**config.mk**
```make
export PLATFORM = sky130hd
export DESIGN_NAME = tsp_polarity_detect
export DESIGN_NICKNAME = d
export VERILOG_FILES = /design/src/rtl/tsp_pkg.sv /design/src/rtl/tsp_rst_sync.sv /design/src/rtl/tsp_set_matcher.sv /design/src/rtl/tsp_poll_ctrl.sv /design/src/rtl/tsp_polarity_detect.sv
export SDC_FILE = /design/constraint.sdc
export NUM_CORES = 1
export LEC_CHECK = 0
export BUFFER_PORTS_ARGS = -buffer_cell sky130_fd_sc_hd__clkbuf_2
export CAP_MARGIN = 5
export CELL_PAD_IN_SITES_DETAIL_PLACEMENT = 0
export CELL_PAD_IN_SITES_GLOBAL_PLACEMENT = 1
export CORE_ASPECT_RATIO = 0.7
export CORE_MARGIN = 4
export CORE_UTILIZATION = 49
export DETAILED_ROUTE_END_ITERATION = 16
export HOLD_SLACK_MARGIN = 0.12
export MAX_ROUTING_LAYER = met4
export PLACE_DENSITY = 0.95
export SYNTH_ARGS = -nofsm -noshare
export SYNTH_HDL_FRONTEND = slang
export SYNTH_SLANG_ARGS = --single-unit
```
**constraint.sdc**
```tcl
create_clock -name clk -period 3.1 [get_ports clk]
set_input_delay 0.155 -clock clk [delete_from_list [all_inputs] [get_ports clk]]
set_output_delay 0.155 -clock clk [all_outputs]
set_load 0.02 [all_outputs]
```
**src/rtl/tsp_pkg.sv**
```systemverilog
package tsp_pkg;
  localparam int SYM_W   = 8;
  localparam int SET_LEN = 16;
  localparam int COM_RUN = 4;
  localparam int D00_POS = 4;
  localparam int CFG_POS = 5;

  localparam logic CFG_RESET_BIT = 1'b0;
  localparam logic CFG_LOOP_BIT  = 1'b0;
  localparam logic CFG_SCRAM_BIT = 1'b1;

  localparam logic [SYM_W-1:0] SYM_COM        = 8'hBC;
  localparam logic [SYM_W-1:0] SYM_D00        = 8'h00;
  localparam logic [SYM_W-1:0] SYM_CFG        = {5'b0, CFG_SCRAM_BIT, CFG_LOOP_BIT, CFG_RESET_BIT};
  localparam logic [SYM_W-1:0] SYM_TRAIL_NORM = 8'h4A;
  localparam logic [SYM_W-1:0] SYM_TRAIL_INV  = 8'hB5;

  typedef enum logic [1:0] {
    PS_IDLE   = 2'd0,
    PS_ACTIVE = 2'd1,
    PS_CONFIG = 2'd2,
    PS_EXIT   = 2'd3
  } poll_st_e;
endpackage

```
**src/rtl/tsp_rst_sync.sv**
```systemverilog
module tsp_rst_sync (
  input  logic clk,
  input  logic rst_n,
  output logic rst_n_sync
);
  logic [1:0] shift_q;

  always_ff @(posedge clk or negedge rst_n) begin
    if (!rst_n) shift_q <= 2'b00;
    else        shift_q <= {shift_q[0], 1'b1};
  end

  assign rst_n_sync = shift_q[1];
endmodule

```
**src/rtl/tsp_set_matcher.sv**
```systemverilog
module tsp_set_matcher
  import tsp_pkg::*;
#(
  parameter logic [SYM_W-1:0] TRAIL = SYM_TRAIL_NORM,
  parameter int               NSETS = 8
) (
  input  logic             clk,
  input  logic             rst_n,
  input  logic             sym_take,
  input  logic [SYM_W-1:0] sym_data,
  input  logic             sym_is_k,
  output logic             detected
);
  localparam int POS_W = $clog2(SET_LEN);
  localparam int CNT_W = $clog2(NSETS + 1);

  logic [POS_W-1:0] pos_q, pos_d;
  logic [CNT_W-1:0] cnt_q, cnt_d;
  logic             upd_en;
  logic [SYM_W-1:0] exp_data;
  logic             exp_k;
  logic             hit;
  logic             is_com;

  // expected symbol at the current position
  always_comb begin
    if (pos_q < POS_W'(COM_RUN)) begin
      exp_data = SYM_COM;
      exp_k    = 1'b1;
    end else if (pos_q == POS_W'(D00_POS)) begin
      exp_data = SYM_D00;
      exp_k    = 1'b0;
    end else if (pos_q == POS_W'(CFG_POS)) begin
      exp_data = SYM_CFG;
      exp_k    = 1'b0;
    end else begin
      exp_data = TRAIL;
      exp_k    = 1'b0;
    end
  end

  assign hit    = (sym_data == exp_data) && (sym_is_k == exp_k);
  assign is_com = sym_is_k && (sym_data == SYM_COM);
  assign upd_en = sym_take;

  always_comb begin
    pos_d = pos_q;
    cnt_d = cnt_q;
    if (hit) begin
      if (pos_q == POS_W'(SET_LEN - 1)) begin
        pos_d = '0;
        if (cnt_q != CNT_W'(NSETS)) cnt_d = cnt_q + CNT_W'(1);
      end else begin
        pos_d = pos_q + POS_W'(1);
      end
    end else begin
      cnt_d = '0;
      pos_d = is_com ? POS_W'(1) : '0;
    end
  end

  always_ff @(posedge clk or negedge rst_n) begin
    if (!rst_n) begin
      pos_q <= '0;
      cnt_q <= '0;
    end else if (upd_en) begin
      pos_q <= pos_d;
      cnt_q <= cnt_d;
    end
  end

  assign detected = (cnt_q == CNT_W'(NSETS));
endmodule

```
**src/rtl/tsp_poll_ctrl.sv**
```systemverilog
module tsp_poll_ctrl
  import tsp_pkg::*;
#(
  parameter int TIMEOUT_CYCLES = 1500000
) (
  input  logic clk,
  input  logic rst_n,
  input  logic poll_go,
  input  logic det_norm,
  input  logic det_inv,
  output logic rx_invert,
  output logic in_config,
  output logic timeout_exit
);
  localparam int TMR_W = $clog2(TIMEOUT_CYCLES + 1);

  poll_st_e   st_q, st_d;
  logic [TMR_W-1:0] tmr_q, tmr_d;
  logic       tmr_en;
  logic       pol_q, pol_d, pol_we;

  always_comb begin
    st_d   = st_q;
    tmr_d  = tmr_q;
    tmr_en = 1'b0;
    pol_d  = pol_q;
    pol_we = 1'b0;
    case (st_q)
      PS_IDLE: begin
        if (poll_go) begin
          st_d   = PS_ACTIVE;
          tmr_d  = '0;
          tmr_en = 1'b1;
        end
      end
      PS_ACTIVE: begin
        if (det_norm) begin
          pol_d  = 1'b0;
          pol_we = 1'b1;
          st_d   = PS_CONFIG;
        end else if (det_inv) begin
          pol_d  = 1'b1;
          pol_we = 1'b1;
          st_d   = PS_CONFIG;
        end else if (tmr_q == TMR_W'(TIMEOUT_CYCLES - 1)) begin
          st_d = PS_EXIT;
        end else begin
          tmr_d  = tmr_q + TMR_W'(1);
          tmr_en = 1'b1;
        end
      end
      default: ;
    endcase
  end

  always_ff @(posedge clk or negedge rst_n) begin
    if (!rst_n) st_q <= PS_IDLE;
    else        st_q <= st_d;
  end

  always_ff @(posedge clk or negedge rst_n) begin
    if (!rst_n)      tmr_q <= '0;
    else if (tmr_en) tmr_q <= tmr_d;
  end

  always_ff @(posedge clk or negedge rst_n) begin
    if (!rst_n)      pol_q <= 1'b0;
    else if (pol_we) pol_q <= pol_d;
  end

  assign rx_invert    = pol_q;
  assign in_config    = (st_q == PS_CONFIG);
  assign timeout_exit = (st_q == PS_EXIT);
endmodule

```
**src/rtl/tsp_polarity_detect.sv**
```systemverilog
module tsp_polarity_detect
  import tsp_pkg::*;
#(
  parameter int NSETS          = 8,
  parameter int TIMEOUT_CYCLES = 1500000
) (
  input  logic             clk,
  input  logic             rst_n,
  input  logic             rx_en,
  input  logic             sym_valid,
  input  logic [SYM_W-1:0] sym_data,
  input  logic             sym_is_k,
  output logic             sym_ready,
  input  logic             poll_go,
  output logic             det_normal,
  output logic             det_inverted,
  output logic             rx_invert,
  output logic             in_config,
  output logic             timeout_exit
);
  localparam int NUM_PAT = 2;

  logic               rst_n_int;
  logic               take;
  logic [NUM_PAT-1:0] det;

  tsp_rst_sync u_rst (
    .clk        (clk),
    .rst_n      (rst_n),
    .rst_n_sync (rst_n_int)
  );

  assign sym_ready = rx_en;
  assign take      = rx_en & sym_valid;

  for (genvar g = 0; g < NUM_PAT; g++) begin : g_pat
    localparam logic [SYM_W-1:0] TR = (g == 0) ? SYM_TRAIL_NORM : SYM_TRAIL_INV;
    tsp_set_matcher #(
      .TRAIL (TR),
      .NSETS (NSETS)
    ) u_match (
      .clk      (clk),
      .rst_n    (rst_n_int),
      .sym_take (take),
      .sym_data (sym_data),
      .sym_is_k (sym_is_k),
      .detected (det[g])
    );
  end

  assign det_normal   = det[0];
  assign det_inverted = det[1];

  tsp_poll_ctrl #(
    .TIMEOUT_CYCLES (TIMEOUT_CYCLES)
  ) u_ctrl (
    .clk          (clk),
    .rst_n        (rst_n_int),
    .poll_go      (poll_go),
    .det_norm     (det[0]),
    .det_inv      (det[1]),
    .rx_invert    (rx_invert),
    .in_config    (in_config),
    .timeout_exit (timeout_exit)
  );
endmodule

```
==> key figures, run 1 <==
Status
  • Outcome: finished clean

Die
  • Starting density of the core: 0.5043
  • Placement Rows: 22
  • DIE WIDTH: 95.69 um
  • Number of primary I/O pins: 20
  • Core ar.: 5230 sq um
  • Die ar.: 6639 sq um
  • Die Y: 69.39 um

Synthesis
  • Post-synth top flop: dfrtp_1
  • Top post-synthesis cells by area: dfrtp_1 40%, o21ai_0 5.3%, ha_1 5.2%
  • Synth warnings: 0
  • Synth Register Bits: 42
  • Post-synth top area share: 0.3985
  • EDFF count, synth: 0
  • Avg Inst Size Synth: 8.705 sq um
  • Mapped Nets: 328
  • Sequential-to-total area share from yosys stat: 0.3985
  • Async SR Flop Fraction: 1.000
  • Cell taking the most area after synthesis: dfrtp_1
  • Netlist cell types: 53
  • Synthesized area: 2638 sq um
  • Post-synthesis cell count: 303

Timing
  • Setup violations, final: 0
  • Fmax: 406.9 MHz
  • Period utilization: 0.7929
  • Final Critical Period: 2458 ps
  • Max transition margin: 0.5066
  • RSZ-0062 raised after global routing: false
  • Worst Max-Slew Pin Slew: 737.4 ps
  • Setup_tns: 0 ps
  • Final Hold Vio Count: 0
  • Slew Viols, Final: 0
  • WHS: 171.0 ps
  • Worst Skew: 7.130 ps

Worst setup path
  • Setup crit end kind: register
  • Worst-path cell chain: or4b_1 -> nor4_2 -> nand4_1 -> and2_1 -> a41oi_1 -> a31oi_1
  • Crit path buffers/inverters: 0
  • CP max stage delay: 550 ps
  • Critical path's top delay family: simple AND/OR/NAND/NOR gates
  • Setup CP Type: register to register
  • Critical Path AT: 2620 ps
  • CP max stage cell: or4b_1
  • CP startpoint kind: register
  • Crit Path Max Fanout: 11
  • Worst path required time: 3270 ps
  • R2R depth: 6
  • Levels on crit path: 6

Pwr
  • Sequential Power Share: 0.469
  • Worst VDD drop: 0.0003792 V
  • Logic pwr share: 0.217
  • Leak: 1.258 nW
  • Switching power: 432.0 uW
  • P_int: 928.3 uW
  • Clock power share: 0.313
  • Power per cell area: 471.5 nW/um^2
  • Switching Share: 0.3176

Routing
  • WL per Instance: 14.86 um
  • Post-route ant nets: 0
  • Routed via count: 2290
  • DRC violation count after routing: 0
  • Drt total wl: 5.824 mm
  • DRT Pass-1 Iters: 6
  • 1st-iter DRT viols: 267
  • Drt via density: 5.842

Layout
  • Synthesis-to-layout area growth: 9.393%
  • Fraction of layout cells with a size suffix above 1: 0.1250
  • Layout net count: 344
  • Antenna fix cells: 0

Clocking
  • Clk sinks: 42
  • CTS tree: done
  • Max clock buf depth: 2
  • # Post-CTS Setup Buffers: 0
  • Htree depth: 2
  • Clk slew on worst S/H paths: 80 ps
  • Worst-skew pair later-pin latency: 300 ps
  • Clock root buffer: clkbuf_8
  • CTS Buf Count: 5

Run
  • Maxcap violations: 0

Placement
  • RePlAce Congestion: 0.8702
  • Dpl hpwl: 4.298 mm
  • Port bufs: 19

GRT
  • Initial antenna violation count: 0
  • Largest net degree at the start of global routing: 36
  • Gr usage total: 0.1959
  • Met1 usage: 0.3234
  • GR Util met3: 0.04338
  • Routing usage on met2: 0.2419
  • First-pass GRT wire length: 10.18 mm
  • Most Crowded Layer GR: met1
  • Remaining Overflow, GRT: 0
  • Vias in the first global route: 2077

Hold path
  • Worst min-delay path class: primary input to async pin
[state kept, by name (all words and copies together) (netlist names)]
register,count
g_pat.u_match.cnt_q,8
g_pat.u_match.pos_q,8
u_ctrl.tmr_q,21
u_ctrl.rx_invert,1
u_rst.shift_q,2
u_ctrl.st_q,2
[kinds of logic (layout without fill, tap and decap cells)]
kind of cell    after synthesis  count (layout)  synth area share
compound gates               77              77            0.1855
xor+xnor                      8               8           0.02657
fa+ha+maj                    11              11           0.05218
buf+inv                      31              48           0.05645
flops                        42              42            0.3985
mux                           2               2          0.007590
other cells                   1               1          0.001422
simple gates                131             131            0.2718
[worst paths after layout]
kind / from / to / slack (ps)
min reg2reg: u_rst.shift_q[1] / u_ctrl.tmr_q[10] / 300
max: u_ctrl.tmr_q[16] / u_ctrl.tmr_q[9] / 640
max reg2reg: u_ctrl.tmr_q[16] / u_ctrl.tmr_q[9] / 640
max in group asynchronous: u_rst.shift_q[1] / g_pat[0].u_match.pos_q[0] / 2270
min: rst_n / u_rst.shift_q[1] / 170
min in group clk: u_rst.shift_q[0] / u_rst.shift_q[1] / 360
[worst reg2reg max path, stage by stage (launching register included)]
cell     delay, ps
dfrtp_1        410
or4b_1         550
nor4_2         160
nand4_1        470
and2_1         450
a41oi_1        240
a31oi_1         70
[cells in the final DEF, fill, tap and decap left out, types with 4 or more instances in the layout]
master    netlist  final
dfrtp_1        42     42
o21ai_0        28     28
nand3_1        25     25
nand2_1        24     24
nor2_1         20     20
clkbuf_2        0     19
a21oi_1        17     17
inv_1          16     16
ha_1           11     11
and3_1         10     10
nor3_1          9      9
nand4_1         8      8
nand2b_1        6      6
xor2_1          6      6
o22ai_1         6      6
and2_1          5      5
o31ai_1         5      5
clkbuf_8        0      5
nand3b_1        4      4
a31oi_1         4      4
[routing by layer]
| layer | share of wire | up-vias | wire, um |
|---|---|---|---|
| met2 | 0.39 | 84 | 2272 |
| met1 | 0.54 | 1076 | 3117 |
| met4 | 0.0082 | 0 | 48 |
| li1 | - | 1122 | - |
| met3 | 0.066 | 8 | 385 |
| met5 | 0 | - | 0 |
[metrics by stage]
| step | instance area (sq um) | utilization | worst slack [ps] | cells | power (mW) |
|---|---|---|---|---|---|
| 2_1_floorplan | 2638 | - | 1168 | 303 | 0.8420 |
| 3_3_place_gp | 2756 | 0.5270 | 700.9 | 382 | 0.9344 |
| 3_5_place_dp | 2756 | 0.5270 | 675.1 | 382 | 0.9382 |
| 4_1_cts | 2885 | 0.5517 | 668.3 | 392 | 1.367 |
| 5_1_grt | 2885 | 0.5517 | 476.2 | 392 | 1.445 |
| 6_report | 2885 | 0.5517 | 642.1 | 392 | 1.360 |
[power groups by stage]
stage | clock network [mW] | registers [mW] | logic, mW
finish | 0.426 | 0.639 | 0.295
floorplan | 0 | 0.645 | 0.197
CTS | 0.435 | 0.638 | 0.294
global placement | 0 | 0.647 | 0.287
global route | 0.463 | 0.648 | 0.334
detailed placement | 0 | 0.649 | 0.289
[timing repair]
action / CTS / global route
gates resized for setup: 0 / 0
hold endpoints to repair: 7 / 0
hold buffers: 2 / 0
[synth_stat cells, drive strengths merged (2+ instances only)]
cell	count
a2111oi	2
a21o	3
a21oi	17
a31oi	4
and2	5
and3	11
and3b	2
buf	10
clkbuf	5
dfrtp	42
ha	11
inv	16
mux2i	2
nand2	24
nand2b	6
nand3	25
nand3b	4
nand4	8
nor2	21
nor2b	2
nor3	12
nor3b	2
nor4	2
o211ai	3
o21ai	28
o22ai	6
o31ai	5
or2	2
xnor2	2
xor2	6
[layout make-up]
| type | instances | area, sq um |
|---|---|---|
| fillers | 455 | 2345 |
| multi-input cells | 230 | 1438 |
| flip-flops and latches | 42 | 1051 |
| repair buffers | 24 | 137.6 |
| well taps | 72 | 90.09 |
| clock buffers | 5 | 68.82 |
| inverters | 16 | 60.06 |
| clock inverters | 3 | 40.04 |
No activity file was read; power rests on OpenSTA's default activity.
==> inputs of run 2 (changes only) <==
CORE_UTILIZATION = 46   (was 49)
PLACE_DENSITY = 0.91   (was 0.95)
clock period = 2.35 ns   (was 3.1 ns; I/O delays follow)
==> run 2 against run 1 <==
  * Clock skew fell by 2.4 ps
  * Clock-buffer cell count rose by 2
  * Sequential share of layout area down 0.22 points
  * Combinational power increased by 38%
  * Via count fell by 0.44%
  * Sequential power up 33%
  * Global-route usage is 1.2 points lower
  * Power increased by 28%
  * Largest power group unchanged
  * Worst setup slack got worse by 460 ps
==> key figures, run 2 (synthesis results as in run 1) <==
Placement
  • Dpl hpwl: 4.254 mm
  • Port bufs: 19
  • RePlAce Congestion: 0.8119
  • DP Cell Count: 387
  • Dpl cell area: 2795 sq um
  • Post-placement worst setup slack: 243.7 ps

Timing
  • Max transition margin: 0.4246
  • RSZ-0062 raised after global routing: false
  • Period utilization: 0.9214
  • Slew Viols, Final: 0
  • Worst Max-Slew Pin Slew: 863.0 ps
  • Setup slack after layout: 184.7 ps
  • Setup_tns: 0 ps
  • Fmax: 461.8 MHz
  • Final Hold Vio Count: 0
  • Final Critical Period: 2165 ps
  • Setup violations, final: 0
  • Worst Skew: 4.752 ps

Worst setup path
  • Crit Path Max Fanout: 5
  • CP max stage delay: 580 ps
  • CP max stage cell: or4b_1
  • Critical path's top delay family: simple AND/OR/NAND/NOR gates
  • Crit path buffers/inverters: 0
  • Setup CP Type: register to register
  • Setup crit end kind: register
  • CP startpoint kind: register
  • Critical Path AT: 2320 ps
  • Worst-path cell chain: or4b_1 -> nor4_2 -> nand4_1 -> and2_1 -> a41oi_1 -> a31oi_1
  • Worst path required time: 2510 ps

Die
  • Core ar.: 5395 sq um
  • Starting density of the core: 0.4889
  • Placement Rows: 22
  • Number of primary I/O pins: 20
  • Die Y: 71.36 um
  • Die ar.: 7029 sq um
  • DIE WIDTH: 98.51 um

GRT
  • Met1 usage: 0.2852
  • Remaining Overflow, GRT: 0
  • Routing usage on met2: 0.2419
  • Gr usage total: 0.1838
  • Initial antenna violation count: 0
  • First-pass GRT wire length: 10.23 mm
  • GR Util met3: 0.03599
  • Vias in the first global route: 2089
  • Most Crowded Layer GR: met1
  • Largest net degree at the start of global routing: 41

Clocking
  • Worst-skew pair later-pin latency: 300 ps
  • Clk slew on worst S/H paths: 80 ps
  • CTS Buf Count: 5
  • Max clock buf depth: 2
  • CTS tree: done
  • Htree depth: 2
  • # Post-CTS Setup Buffers: 0
  • Clock root buffer: clkbuf_8
  • Clk sinks: 42

Layout
  • Fraction of layout cells with a size suffix above 1: 0.1385
  • Number of flip-flops in the largest register: 21
  • Antenna fix cells: 0
  • Largest reg by FF count: u_ctrl.tmr_q
  • Non-filler instance count after layout: 397
  • Largest registers: u_ctrl.tmr_q (21), g_pat.u_match.cnt_q (8), g_pat.u_match.pos_q (8)
  • Commonest non-fill, non-tap cell in the layout: dfrtp_1
  • Most frequent cells in the layout: 41 x dfrtp_1, 28 x o21ai_0, 25 x nand3_1
  • Layout net count: 349
  • Synthesis-to-layout area growth: 10.20%
  • Post-route cell area: 2907 sq um

Routing
  • DRT Pass-1 Iters: 5
  • Post-route ant nets: 0
  • Drt total wl: 5.793 mm
  • Routed via count: 2280
  • Drt via density: 5.743
  • WL per Instance: 14.59 um
  • 1st-iter DRT viols: 151
  • DRC violation count after routing: 0

Pwr
  • Switching Share: 0.3259
  • Leak: 1.270 nW
  • P_int: 1.172 mW
  • Switching power: 566.8 uW
  • Logic pwr share: 0.235
  • Worst VDD drop: 0.0003965 V
  • Sequential Power Share: 0.491
  • Power per cell area: 598.3 nW/um^2
  • Clock power share: 0.275

Hold path
  • Worst min-delay path class: primary input to register

Run
  • Maxcap violations: 0

Status
  • Outcome: finished clean
## run 2: changes by cell type in the layout (fill, tap and decap cells not counted), sizes merged
cell	delta
clkinv	-1
clkbuf	+2
bufinv	-1
buf	+5
## run 2: worst reg2reg max path, stage by stage, from the launching register on
cell and delay (ps):
dfrtp_1 410, or4b_1 580, nor4_2 150, nand4_1 260, and2_1 320, a41oi_1 230
a31oi_1 70
## run 2: area by class of cell
class,instances,area (sq um)
well taps,72,90.09
multi-input cells,230,1438
inverters,16,60.06
repair buffers,29,175.2
clock inverters,1,5.005
fillers,525,2489
clock buffers,7,86.33
flip-flops and latches,42,1052
## run 2: path summary, 6_finish.rpt
path | start | to | slack [ps] | cells past startpoint
setup / recovery | u_ctrl.tmr_q[16] | u_ctrl.tmr_q[9] | 180 | 6
hold / removal | sym_data[3] | g_pat[0].u_match.pos_q[0] | 330 | 5
setup reg to reg | u_ctrl.tmr_q[16] | u_ctrl.tmr_q[9] | 180 | 6
hold reg to reg | u_rst.shift_q[0] | u_rst.shift_q[1] | 360 | 0
max in group asynchronous | u_rst.shift_q[1] | u_ctrl.tmr_q[11] | 1420 | 0
min in group asynchronous | u_rst.shift_q[1] | g_pat[0].u_match.cnt_q[1] | 380 | 0
## run 2: power groups by stage
| stage | Combinational, mW | Sequential [mW] | Clock (mW) |
|---|---|---|---|
| floorplan | 0.260 | 0.851 | 0 |
| global placement | 0.395 | 0.863 | 0 |
| detailed placement | 0.402 | 0.869 | 0 |
| CTS | 0.409 | 0.853 | 0.500 |
| global route | 0.458 | 0.868 | 0.529 |
| finish | 0.408 | 0.853 | 0.478 |
## run 2: metrics by stage
| stage | power [mW] | util | hold WS [ps] |
|---|---|---|---|
| after floorplan | 1.111 | - | -178.1 |
| after global placement | 1.259 | 0.5181 | -94.50 |
| after detailed placement | 1.271 | 0.5181 | -93.09 |
| after CTS | 1.762 | 0.5387 | 311.7 |
| after global routing | 1.856 | 0.5387 | 361.6 |
| final | 1.739 | 0.5387 | 330.0 |
## run 2: what timing repair did
action                                 in CTS  in global routing
hold buffers                                2                  0
resized for setup                           0                  0
endpoints found under the hold margin       2                  0
## run 2: per-layer routing
metal	up-vias	wire length, um
met5	-	0
li1	1138	-
met2	50	2348
met4	0	65
met3	8	252
met1	1084	3126
